### config.mk
export PLATFORM = sky130hd
export DESIGN_NAME = laps_rx_deframer
export DESIGN_NICKNAME = d
export VERILOG_FILES = /design/src/rtl/laps_rx_pkg.sv /design/src/rtl/laps_rx_unescape.sv /design/src/rtl/laps_rx_crc32.sv /design/src/rtl/laps_rx_sat_counter.sv /design/src/rtl/laps_rx_deframer.sv
export SDC_FILE = /design/constraint.sdc
export NUM_CORES = 1
export LEC_CHECK = 0
export BUFFER_PORTS_ARGS = -buffer_cell sky130_fd_sc_hd__clkbuf_2
export CORE_ASPECT_RATIO = 1.75
export CORE_MARGIN = 2
export CORE_UTILIZATION = 30
export DETAILED_ROUTE_END_ITERATION = 10
export HOLD_SLACK_MARGIN = 0.12
export PLACE_DENSITY = 0.49
export SLEW_MARGIN = 10
export SYNTH_ARGS = -nofsm -noshare
export SYNTH_HDL_FRONTEND = slang
export SYNTH_HIERARCHICAL = 1
export SYNTH_SLANG_ARGS = --single-unit
### constraint.sdc
create_clock -name clk -period 3.9 [get_ports clk]
set_clock_uncertainty 0.05 [all_clocks]
set_input_delay 0.39 -clock clk [delete_from_list [all_inputs] [get_ports clk]]
set_output_delay 0.39 -clock clk [all_outputs]
set_load 0.005 [all_outputs]
### src/rtl/laps_rx_pkg.sv
// Package: octet codes, event type and CRC-32 step shared by the receive deframer.
package laps_rx_pkg;

    localparam logic [7:0] FLAG_OCT  = 8'h7E;
    localparam logic [7:0] ESC_OCT   = 8'h7D;
    localparam logic [7:0] ESC_FLAG  = 8'h5E;
    localparam logic [7:0] ESC_ESC   = 8'h5D;
    localparam logic [7:0] RATE_FILL = 8'hDD;

    localparam int HDR_OCTS = 4;
    localparam int FCS_OCTS = 4;

    localparam logic [31:0] CRC_POLY_REFL = 32'hEDB88320;
    localparam logic [31:0] CRC_RESIDUE   = 32'hDEBB20E3;

    typedef enum logic [2:0] {
        EV_NONE,
        EV_OCTET,
        EV_FLAG,
        EV_ABORT,
        EV_BADESC
    } ev_kind_e;

    typedef struct packed {
        ev_kind_e   kind;
        logic [7:0] data;
    } rx_ev_t;

    // One octet of a reflected CRC-32, least significant bit first.
    function automatic logic [31:0] crc32_step(input logic [31:0] crc, input logic [7:0] d);
        logic [31:0] c;
        c = crc ^ {24'h0, d};
        for (int i = 0; i < 8; i++) begin
            c = c[0] ? ((c >> 1) ^ CRC_POLY_REFL) : (c >> 1);
        end
        return c;
    endfunction

endpackage

### src/rtl/laps_rx_unescape.sv
// Escape decoder: turns the line octet stream into one registered event per cycle.
// Flag gives EV_FLAG, escape+flag gives EV_ABORT, escape pairs give EV_OCTET or nothing,
// and an unknown escape gives EV_BADESC. Assumes at most one octet per cycle.
module laps_rx_unescape
    import laps_rx_pkg::*;
(
    input  logic       clk,
    input  logic       rst_n,
    input  logic       in_valid,
    input  logic [7:0] in_byte,
    output rx_ev_t     ev
);

    logic   esc_pend;
    logic   esc_pend_nxt;
    rx_ev_t ev_nxt;

    // Classify the incoming octet against the pending-escape state.
    always_comb begin
        ev_nxt       = '{kind: EV_NONE, data: in_byte};
        esc_pend_nxt = esc_pend;
        if (in_valid) begin
            if (in_byte == FLAG_OCT) begin
                ev_nxt.kind  = esc_pend ? EV_ABORT : EV_FLAG;
                esc_pend_nxt = 1'b0;
            end else if (esc_pend) begin
                esc_pend_nxt = 1'b0;
                case (in_byte)
                    ESC_FLAG:  ev_nxt = '{kind: EV_OCTET, data: FLAG_OCT};
                    ESC_ESC:   ev_nxt = '{kind: EV_OCTET, data: ESC_OCT};
                    RATE_FILL: ev_nxt.kind = EV_NONE;
                    default:   ev_nxt.kind = EV_BADESC;
                endcase
            end else if (in_byte == ESC_OCT) begin
                esc_pend_nxt = 1'b1;
            end else begin
                ev_nxt.kind = EV_OCTET;
            end
        end
    end

    // Register the event and the escape state.
    always_ff @(posedge clk) begin
        if (!rst_n) begin
            ev       <= '{kind: EV_NONE, data: 8'h00};
            esc_pend <= 1'b0;
        end else begin
            ev       <= ev_nxt;
            esc_pend <= esc_pend_nxt;
        end
    end

    // a flag octet on the line never becomes a data octet.
    p_flag_not_data_r2: assert property (@(posedge clk) disable iff (!rst_n)
        (in_valid && in_byte == FLAG_OCT) |=> (ev.kind == EV_FLAG || ev.kind == EV_ABORT));

    // an opening escape octet produces no event by itself.
    p_esc_silent_r3: assert property (@(posedge clk) disable iff (!rst_n)
        (in_valid && in_byte == ESC_OCT && !esc_pend) |=> (ev.kind == EV_NONE));

endmodule

### src/rtl/laps_rx_crc32.sv
// CRC-32 accumulator over decoded frame octets. It is preset on clr and updated on en.
// ok is high when the register holds the residue a correct frame leaves after its check sequence.
module laps_rx_crc32
    import laps_rx_pkg::*;
(
    input  logic       clk,
    input  logic       rst_n,
    input  logic       clr,
    input  logic       en,
    input  logic [7:0] data,
    output logic       ok
);

    logic [31:0] crc_q;

    // Preset on frame boundary, otherwise fold in each octet.
    always_ff @(posedge clk) begin
        if (!rst_n || clr) begin
            crc_q <= '1;
        end else if (en) begin
            crc_q <= crc32_step(crc_q, data);
        end
    end

    assign ok = (crc_q == CRC_RESIDUE);

endmodule

### src/rtl/laps_rx_sat_counter.sv
// Saturating event counter with a synchronous clear that wins over an increment.
module laps_rx_sat_counter #(
    parameter int W = 16
) (
    input  logic         clk,
    input  logic         rst_n,
    input  logic         clr,
    input  logic         inc,
    output logic [W-1:0] count
);

    localparam logic [W-1:0] CMAX = {W{1'b1}};

    // Clear, else count up until all ones.
    always_ff @(posedge clk) begin
        if (!rst_n || clr) begin
            count <= '0;
        end else if (inc && count != CMAX) begin
            count <= count + 1'b1;
        end
    end

    // a full counter stays full unless cleared.
    p_sat_hold_r11: assert property (@(posedge clk) disable iff (!rst_n)
        (!clr && count == CMAX) |=> (count == CMAX));

    // clear empties the counter at the next edge.
    p_clear_r11: assert property (@(posedge clk) disable iff (!rst_n)
        clr |=> (count == '0));

endmodule

### src/rtl/laps_rx_deframer.sv
// Receive deframer top. It tracks frame state on the decoded event stream and holds
// FCS_OCTS+1 octets back so the end marker lands on the last payload octet. It checks the
// header, CRC and length, and drives the payload outputs and both error counters.
// Assumes cfg_* are stable while frames are received.
module laps_rx_deframer
    import laps_rx_pkg::*;
#(
    parameter int LEN_W = 12,
    parameter int CNT_W = 16
) (
    input  logic             clk,
    input  logic             rst_n,
    input  logic             in_valid,
    input  logic [7:0]       in_byte,
    input  logic [7:0]       cfg_addr,
    input  logic [7:0]       cfg_ctrl,
    input  logic [15:0]      cfg_sapi,
    input  logic [LEN_W-1:0] cfg_min_len,
    input  logic [LEN_W-1:0] cfg_max_len,
    input  logic             cnt_clear,
    output logic             out_valid,
    output logic [7:0]       out_data,
    output logic             out_sof,
    output logic             out_eof,
    output logic             out_err,
    output logic [CNT_W-1:0] fcs_err_cnt,
    output logic [CNT_W-1:0] abort_cnt
);

    localparam int HOLD_DEPTH    = FCS_OCTS + 1;
    localparam int MIN_OUT_OCTS  = HDR_OCTS + FCS_OCTS + 1;
    localparam int HDR_IDX_W     = $clog2(HDR_OCTS);
    localparam logic [LEN_W-1:0] LEN_MAX   = {LEN_W{1'b1}};
    localparam logic [LEN_W-1:0] LEN_READY = LEN_W'(MIN_OUT_OCTS);
    localparam logic [LEN_W-1:0] LEN_HDR   = LEN_W'(HDR_OCTS);

    rx_ev_t           ev;
    logic             hunting;
    logic [LEN_W-1:0] oct_cnt;
    logic [7:0]       hold [HOLD_DEPTH];
    logic             hdr_bad;
    logic             esc_bad;
    logic             crc_ok;
    logic [HDR_OCTS-1:0][7:0] hdr_exp;

    logic is_octet, is_close, is_abort, is_badesc, start_hunt, restart;
    logic frame_ready, len_bad, hdr_mis;
    logic emit, emit_sof, emit_eof, emit_err;
    logic fcs_inc, abort_inc;

    laps_rx_unescape u_unescape (
        .clk      (clk),
        .rst_n    (rst_n),
        .in_valid (in_valid),
        .in_byte  (in_byte),
        .ev       (ev)
    );

    laps_rx_crc32 u_crc (
        .clk   (clk),
        .rst_n (rst_n),
        .clr   (restart),
        .en    (is_octet),
        .data  (ev.data),
        .ok    (crc_ok)
    );

    // Expected header octets in line order: address, control, SAPI high, SAPI low.
    assign hdr_exp = {cfg_sapi[7:0], cfg_sapi[15:8], cfg_ctrl, cfg_addr};

    // Decode the current event against frame state.
    always_comb begin
        is_octet    = !hunting && ev.kind == EV_OCTET;
        is_close    = !hunting && ev.kind == EV_FLAG;
        is_abort    = !hunting && ev.kind == EV_ABORT;
        is_badesc   = !hunting && ev.kind == EV_BADESC;
        start_hunt  = hunting && (ev.kind == EV_FLAG || ev.kind == EV_ABORT);
        restart     = is_close || is_abort || start_hunt;
        frame_ready = oct_cnt >= LEN_READY;
        len_bad     = (oct_cnt > cfg_max_len) || (oct_cnt < cfg_min_len);
        hdr_mis     = is_octet && (oct_cnt < LEN_HDR) &&
                      (ev.data != hdr_exp[oct_cnt[HDR_IDX_W-1:0]]);
    end

    // Decide what leaves the block this cycle.
    always_comb begin
        emit      = frame_ready && (is_octet || is_close || is_abort);
        emit_sof  = oct_cnt == LEN_READY;
        emit_eof  = is_close || is_abort;
        emit_err  = is_abort || (is_close && (hdr_bad || esc_bad || !crc_ok || len_bad));
        fcs_inc   = is_close && frame_ready && !crc_ok;
        abort_inc = is_abort;
    end

    // Frame state: hunt, octet count and sticky error flags.
    always_ff @(posedge clk) begin
        if (!rst_n) begin
            hunting <= 1'b1;
            oct_cnt <= '0;
            hdr_bad <= 1'b0;
            esc_bad <= 1'b0;
        end else if (restart) begin
            hunting <= 1'b0;
            oct_cnt <= '0;
            hdr_bad <= 1'b0;
            esc_bad <= 1'b0;
        end else begin
            if (is_octet && oct_cnt != LEN_MAX) begin
                oct_cnt <= oct_cnt + 1'b1;
            end
            if (hdr_mis) begin
                hdr_bad <= 1'b1;
            end
            if (is_badesc) begin
                esc_bad <= 1'b1;
            end
        end
    end

    // Hold-back line: the newest octet enters stage 0.
    always_ff @(posedge clk) begin
        if (!rst_n) begin
            hold[0] <= '0;
        end else if (is_octet) begin
            hold[0] <= ev.data;
        end
    end

    for (genvar g = 1; g < HOLD_DEPTH; g++) begin : g_hold
        // Shift each older stage along on every decoded octet.
        always_ff @(posedge clk) begin
            if (!rst_n) begin
                hold[g] <= '0;
            end else if (is_octet) begin
                hold[g] <= hold[g-1];
            end
        end
    end

    // Output register for the payload stream and markers.
    always_ff @(posedge clk) begin
        if (!rst_n) begin
            out_valid <= 1'b0;
            out_data  <= '0;
            out_sof   <= 1'b0;
            out_eof   <= 1'b0;
            out_err   <= 1'b0;
        end else begin
            out_valid <= emit;
            out_data  <= emit ? hold[HOLD_DEPTH-1] : 8'h00;
            out_sof   <= emit && emit_sof;
            out_eof   <= emit && emit_eof;
            out_err   <= emit && emit_eof && emit_err;
        end
    end

    laps_rx_sat_counter #(.W(CNT_W)) u_fcs_cnt (
        .clk   (clk),
        .rst_n (rst_n),
        .clr   (cnt_clear),
        .inc   (fcs_inc),
        .count (fcs_err_cnt)
    );

    laps_rx_sat_counter #(.W(CNT_W)) u_abort_cnt (
        .clk   (clk),
        .rst_n (rst_n),
        .clr   (cnt_clear),
        .inc   (abort_inc),
        .count (abort_cnt)
    );

    // markers only ride on a valid octet.
    p_marks_need_valid_r4: assert property (@(posedge clk) disable iff (!rst_n)
        (out_sof || out_eof) |-> out_valid);

    // the error bit only appears on an end marker.
    p_err_only_eof_r5: assert property (@(posedge clk) disable iff (!rst_n)
        out_err |-> out_eof);

    // while hunting, nothing is sent.
    p_hunt_silent_r1: assert property (@(posedge clk) disable iff (!rst_n)
        hunting |=> !out_valid);

    // closing a short frame sends nothing.
    p_short_silent_r10: assert property (@(posedge clk) disable iff (!rst_n)
        (is_close && !frame_ready) |=> !out_valid);

    // an abort advances the abort counter by one unless full or cleared.
    p_abort_counted_r8: assert property (@(posedge clk) disable iff (!rst_n)
        (is_abort && !cnt_clear && abort_cnt != {CNT_W{1'b1}})
        |=> (abort_cnt == $past(abort_cnt) + 1'b1));

endmodule

# Word level (Yosys, flattened, before mapping)
# Memory sizes are Yosys's and may differ from the RTL's. A register that Yosys moved wholly into a read port is not among the register bits.
# Index checks and enable logic that the tools add are counted.
[word_totals] regBits=95 latchBits=0 ramBits=40 mem_bits_ro=0 inputBits=68 out_inout_bits=44 elab_cells=121 memories=1
[mem_list] name="hold" depth=5 width=8 read_ports=5 rd_clocked_by_memory_dff=1 wr=5 line="laps_rx_deframer.sv:40" text="logic [7:0] hold [HOLD_DEPTH];"
[classes] add_sub_neg=3 n_mul=0 n_div=0 n_lt_le_gt_ge=5 eq_ne=15 shifts=0 n_mux=31 bitwise_logic=15 n_reduce_logical=37
[op_table] operator="$mux W32" count=8
[op_table] operator="$not A13 Y14" count=8
[op_table] operator="$mux W8" count=9
[op_table] operator="$add A16 B1 Y16 const B" count=2
[op_table] operator="$eq A32 B32 Y1 const B" count=1
[op_table] operator="$eq A8 B7 Y1 const B" count=4
[op_table] operator="$ne A16 B16 Y1 const B" count=2
[op_table] operator="$xor A32 B8 Y32" count=1
[op_table] operator="$logic_and A1 B1 Y1" count=17
[op_table] operator="$bmux W8 S2" count=1
[op_table] operator="$pmux W8 S2" count=1
[op_table] operator="$add A12 B1 Y12 const B" count=1
[op_table] operator="$eq A12 B4 Y1 const B" count=1
[op_table] operator="$ge A12 B4 Y1 const B" count=1
[op_table] operator="$gt A12 B12 Y1" count=1
[op_table] operator="$logic_or A1 B1 Y1" count=12
[op_table] operator="$lt A12 B12 Y1" count=1
[op_table] operator="$lt A12 B3 Y1 const B" count=1
[op_table] operator="$ne A12 B12 Y1 const B" count=1
[op_table] operator="$mux W1" count=9
[op_table] operator="$eq A8 B8 Y1 const B" count=1
[op_table] operator="$ne A8 B8 Y1" count=1
[op_table] operator="$eq A3 B2 Y1 const B" count=2
[op_table] operator="$mux W3" count=2
[op_table] operator="other kinds (9)" count=18

# Depth between registers and ports, before layout
[depth] ltp_word=17 depth_mapped=11 depth_no_buf=10

# Modules after synthesis
# Netlist, hierarchy kept.
[by_module_without_submodules] mod="laps_rx_deframer" instances=1 cells_each=308 area_per_inst_um2=3448.3 seq_area_each_um2=1741.7
[by_module_without_submodules] mod="laps_rx_crc32" instances=1 cells_each=209 area_per_inst_um2=1960.6 seq_area_each_um2=640.6
[by_module_without_submodules] mod="laps_rx_sat_counter" instances=2 cells_each=94 area_per_inst_um2=862.1 seq_area_each_um2=320.3
[by_module_without_submodules] mod="laps_rx_unescape" instances=1 cells_each=41 area_per_inst_um2=429.2 seq_area_each_um2=240.2

# Worst setup path before layout
# No wires, ideal clock.
[synth_path] kind="register to register" from="reg oct_cnt[0]" to="reg u_fcs_cnt.count[7]" setup_ns=0.071 arrival_time_ns=2.159 required_ns=3.779 setup_slack_ns=1.620 path_stages_with_launch=11 path_buffers=1 period_less_slack_ns=2.280 path_cell_list="dfxtp_1 > buf_6 > inv_1 > ha_1 > nand2_1 > a21o_1 > and3_1 > and3_2 > nand3_1 > or4_1 > a21oi_1"
[synth_between] elab_chain_len=4
[synth_rtl] item="start: declaration" line="laps_rx_deframer.sv:39" text="logic [LEN_W-1:0] oct_cnt;"
[synth_rtl] item="start signal: assignment" line="laps_rx_deframer.sv:109" text="oct_cnt <= oct_cnt + 1'b1;"
[synth_rtl] item="$ge A12 B4 Y1" line="laps_rx_deframer.sv:79" text="frame_ready = oct_cnt >= LEN_READY;"
[synth_rtl] item="$logic_and A1 B1 Y1 (2 in a row)" line="laps_rx_deframer.sv:91" text="fcs_inc = is_close && frame_ready && !crc_ok;"
[synth_rtl] item="via fcs_inc" line="laps_rx_deframer.sv:49" text="logic fcs_inc, abort_inc;"
[synth_rtl] item="$logic_and A1 B1 Y1" line="laps_rx_sat_counter.sv:18" text="end else if (inc && count != CMAX) begin"
[synth_rtl] item="end signal: assignment" line="laps_rx_sat_counter.sv:19" text="count <= count + 1'b1;"
[synth_rtl] item="end: declaration" line="laps_rx_sat_counter.sv:9" text="output logic [W-1:0] count"
# The timed path passes the listed nets, and every way through them passes these cells.
# A chain may end at the register's enable or synchronous reset.

# Worst setup path in the final report
[layout_path] from="reg oct_cnt[1]" to="reg u_fcs_cnt.count[7]"
# The elaborated chain is that of the path after synthesis.

==> impl_metrics.yaml <==
floorplan:
  num_rows: 76
  io_pins: 112
  die_h_um: 214
  die_x_um: 124
  core_area_mm2: 0.0247
  start_util: 0.306
  die_area_mm2: 0.0265
yosys:
  synthTopCellsByArea: "dfxtp_1 27%, edfxtp_1 16%, xnor2_1 4.9%"
  async_flop_share: 0
  syn-cell-area_mm2: 0.00756
  ys_types: 77
  synthFlopType: "dfxtp_1"
  synth_top_area_cell: "dfxtp_1"
  yosysSeqAreaShare: 0.432
  syn_nets: 842
  yosys_register_bits: 143
  synth_warnings: 6
  syn_avg_cell_area_um2: 10.1
  synth_edf_count: 40
  synth_top_area_frac: 0.273
  synthCells: 746
setup_path:
  critPathKind: "flip-flop to flip-flop"
  critical_path_arrival_ps: 3010
  crit_fanout: 13
  r2r_setup_slack_ps: 1190
  setup.worst_path.start_class: "flip-flop"
  cp.required_ps: 4200
  endpoint_kind: "flip-flop"
cts:
  post-cts-setup-buffers: 0
  numCtsBuffers: 17
  clock-sinks: 143
  cts_max_path_buffers: 2
  cts_root_buf: "clkbuf_16"
  cts_hold_repair.buffers: 0
  clock_latency_ps: 420
  clkTransAtPathRegs_ps: 60
  cts_max_level: 4
  cts_tree: "done"
  postCtsResizedCells: 0
global_routing:
  grt_max_degree: 59
  grt_pass1_vias: 5846
  grt_use_total: 0.150
  grt_pass1_wl_um: 30500
  grt_overflow: 0
  antenna_found_initial: 0
final_layout:
  layout_commonest_cell: "clkbuf_2"
  layout-drive-gt1-share: 0.225
  final_cell_mix: "111 x clkbuf_2, 103 x dfxtp_1, 58 x nor2_1"
  synthToLayoutAreaGrowth_pct: 20.4
  antenna_cells: 0
  nets: 953
placed_design:
  gp_congestion: 0.817
  dp_hpwl_um: 14300
  portBuffers: 111
detailed_routing:
  drt_iter0_drc: 267
  via_per_inst: 5.01
  ant_nets: 0
  wl_per_cell_um: 16.2
  totalWireLength_um: 19200
  drc: 0
  dr.pass1.iters: 4
  dr_total_vias: 5918
timing:
  worstMarginPinSlew_ps: 950
  slew_headroom: 0.365
  period_needed_ps: 2710
  setup_viol: 0
  max_freq_ghz: 0.369
  rsz0062_at_grt: "no"
  slew_violations: 0
  hold_viol_final: 0
  period_share: 0.695
  tns_ps: 0
run:
  maxCapViolCount: 0
power_and_ir_drop:
  power_density_mw_per_mm2: 397
  vdd_ir_drop_max_mv: 0.285
  total_power_mw: 3.61
  p_leak_nw: 3.91
outcome:
  status: "completed"
worst_hold_path:
  hold_path_class: "primary input to flip-flop"
[path summary, 6_finish.rpt]
path,from,endpoint,depth (start not counted)
worst max register to register,oct_cnt[1]$_SDFFE_PP0P_,u_fcs_cnt/count[7]$_SDFFE_PP0P_,9
worst max-delay path,oct_cnt[1]$_SDFFE_PP0P_,u_fcs_cnt/count[7]$_SDFFE_PP0P_,9
worst min register to register,hold[4][3]$_SDFFCE_PN0P_,out_data[3]$_SDFF_PN0_,1
worst min-delay path,in_byte[2],u_unescape/ev[2]$_SDFF_PN0_,2
[kinds of logic after synthesis]
group | after synthesis | synth area share
simple gates | 293 | 0.231
flops | 143 | 0.432
xor+xnor | 90 | 0.128
buf+inv | 57 | 0.0301
mux | 8 | 0.0238
fa+ha+maj | 28 | 0.0463
compound gates | 127 | 0.110
[metal layers]
metal / vias to the layer above / track usage / wire (µm)
met3: 26 / 0.0362 / 821
met4: 0 / 0.0659 / 570
met2: 133 / 0.280 / 10600
met1: 2820 / 0.153 / 7140
met5: - / 0 / 0
li1: 2939 / - / -
[stage by stage]
step	std cells	hold slack (ps)	area, µm²	worst slack, ps	utilization
finish	1182	157	9100	1190	0.368
global route	1182	155	9100	961	0.368
CTS	1182	141	9100	1170	0.368
detailed placement	1150	378	8460	1180	0.342
global placement	1150	385	8460	1210	0.342
floorplan	746	370	7560	1620	-
[layout make-up]
| type | count | area [µm²] |
|---|---|---|
| fill | 2569 | 15600 |
| timing repair buffer | 120 | 623 |
| clock buffer | 20 | 458 |
| multi-input combinational | 546 | 4070 |
| tap | 312 | 390 |
| sequential | 143 | 3260 |
| inverter | 29 | 109 |
| clock inverter | 12 | 186 |
[flip-flops by register name, indices dropped and copies added, names as in the netlist]
signal	count
out_data	8
u_unescape/esc_pend	1
out_err	1
u_fcs_cnt/count	16
hunting	1
esc_bad	1
hold	40
u_crc/crc_q	32
out_sof	1
out_valid	1
u_abort_cnt/count	16
u_unescape/ev	11
out_eof	1
hdr_bad	1
oct_cnt	12
[worst max-delay path, cell delays in order (launching register included)]
cell and delay, ps:
dfxtp_1 730, inv_1 170, ha_1 220, nand2_1 50
a21o_1 120, and3_1 220, and3_2 270, nand3_1 170
or4_1 500, a21oi_1 140
[cells in the mapped netlist (14+ instances only)]
cell / n
nand2_1: 46
inv_1: 27
and2_1: 26
nand4_1: 15
nand3_1: 14
xor2_1: 30
nor2_1: 58
clkbuf_1: 22
dfxtp_1: 103
and3_1: 47
a21oi_1: 26
ha_1: 28
xnor2_1: 42
o21ai_0: 31
edfxtp_1: 40
[power breakdown]
| group | switching, mW | internal [mW] | total (mW) |
|---|---|---|---|
| logic | 0.144 | 0.125 | 0.268 |
| clock network | 0.621 | 1.17 | 1.79 |
| registers | 0.0122 | 1.54 | 1.56 |
| total | 0.777 | 2.83 | 3.61 |
(Power assumes the default switching activity.)
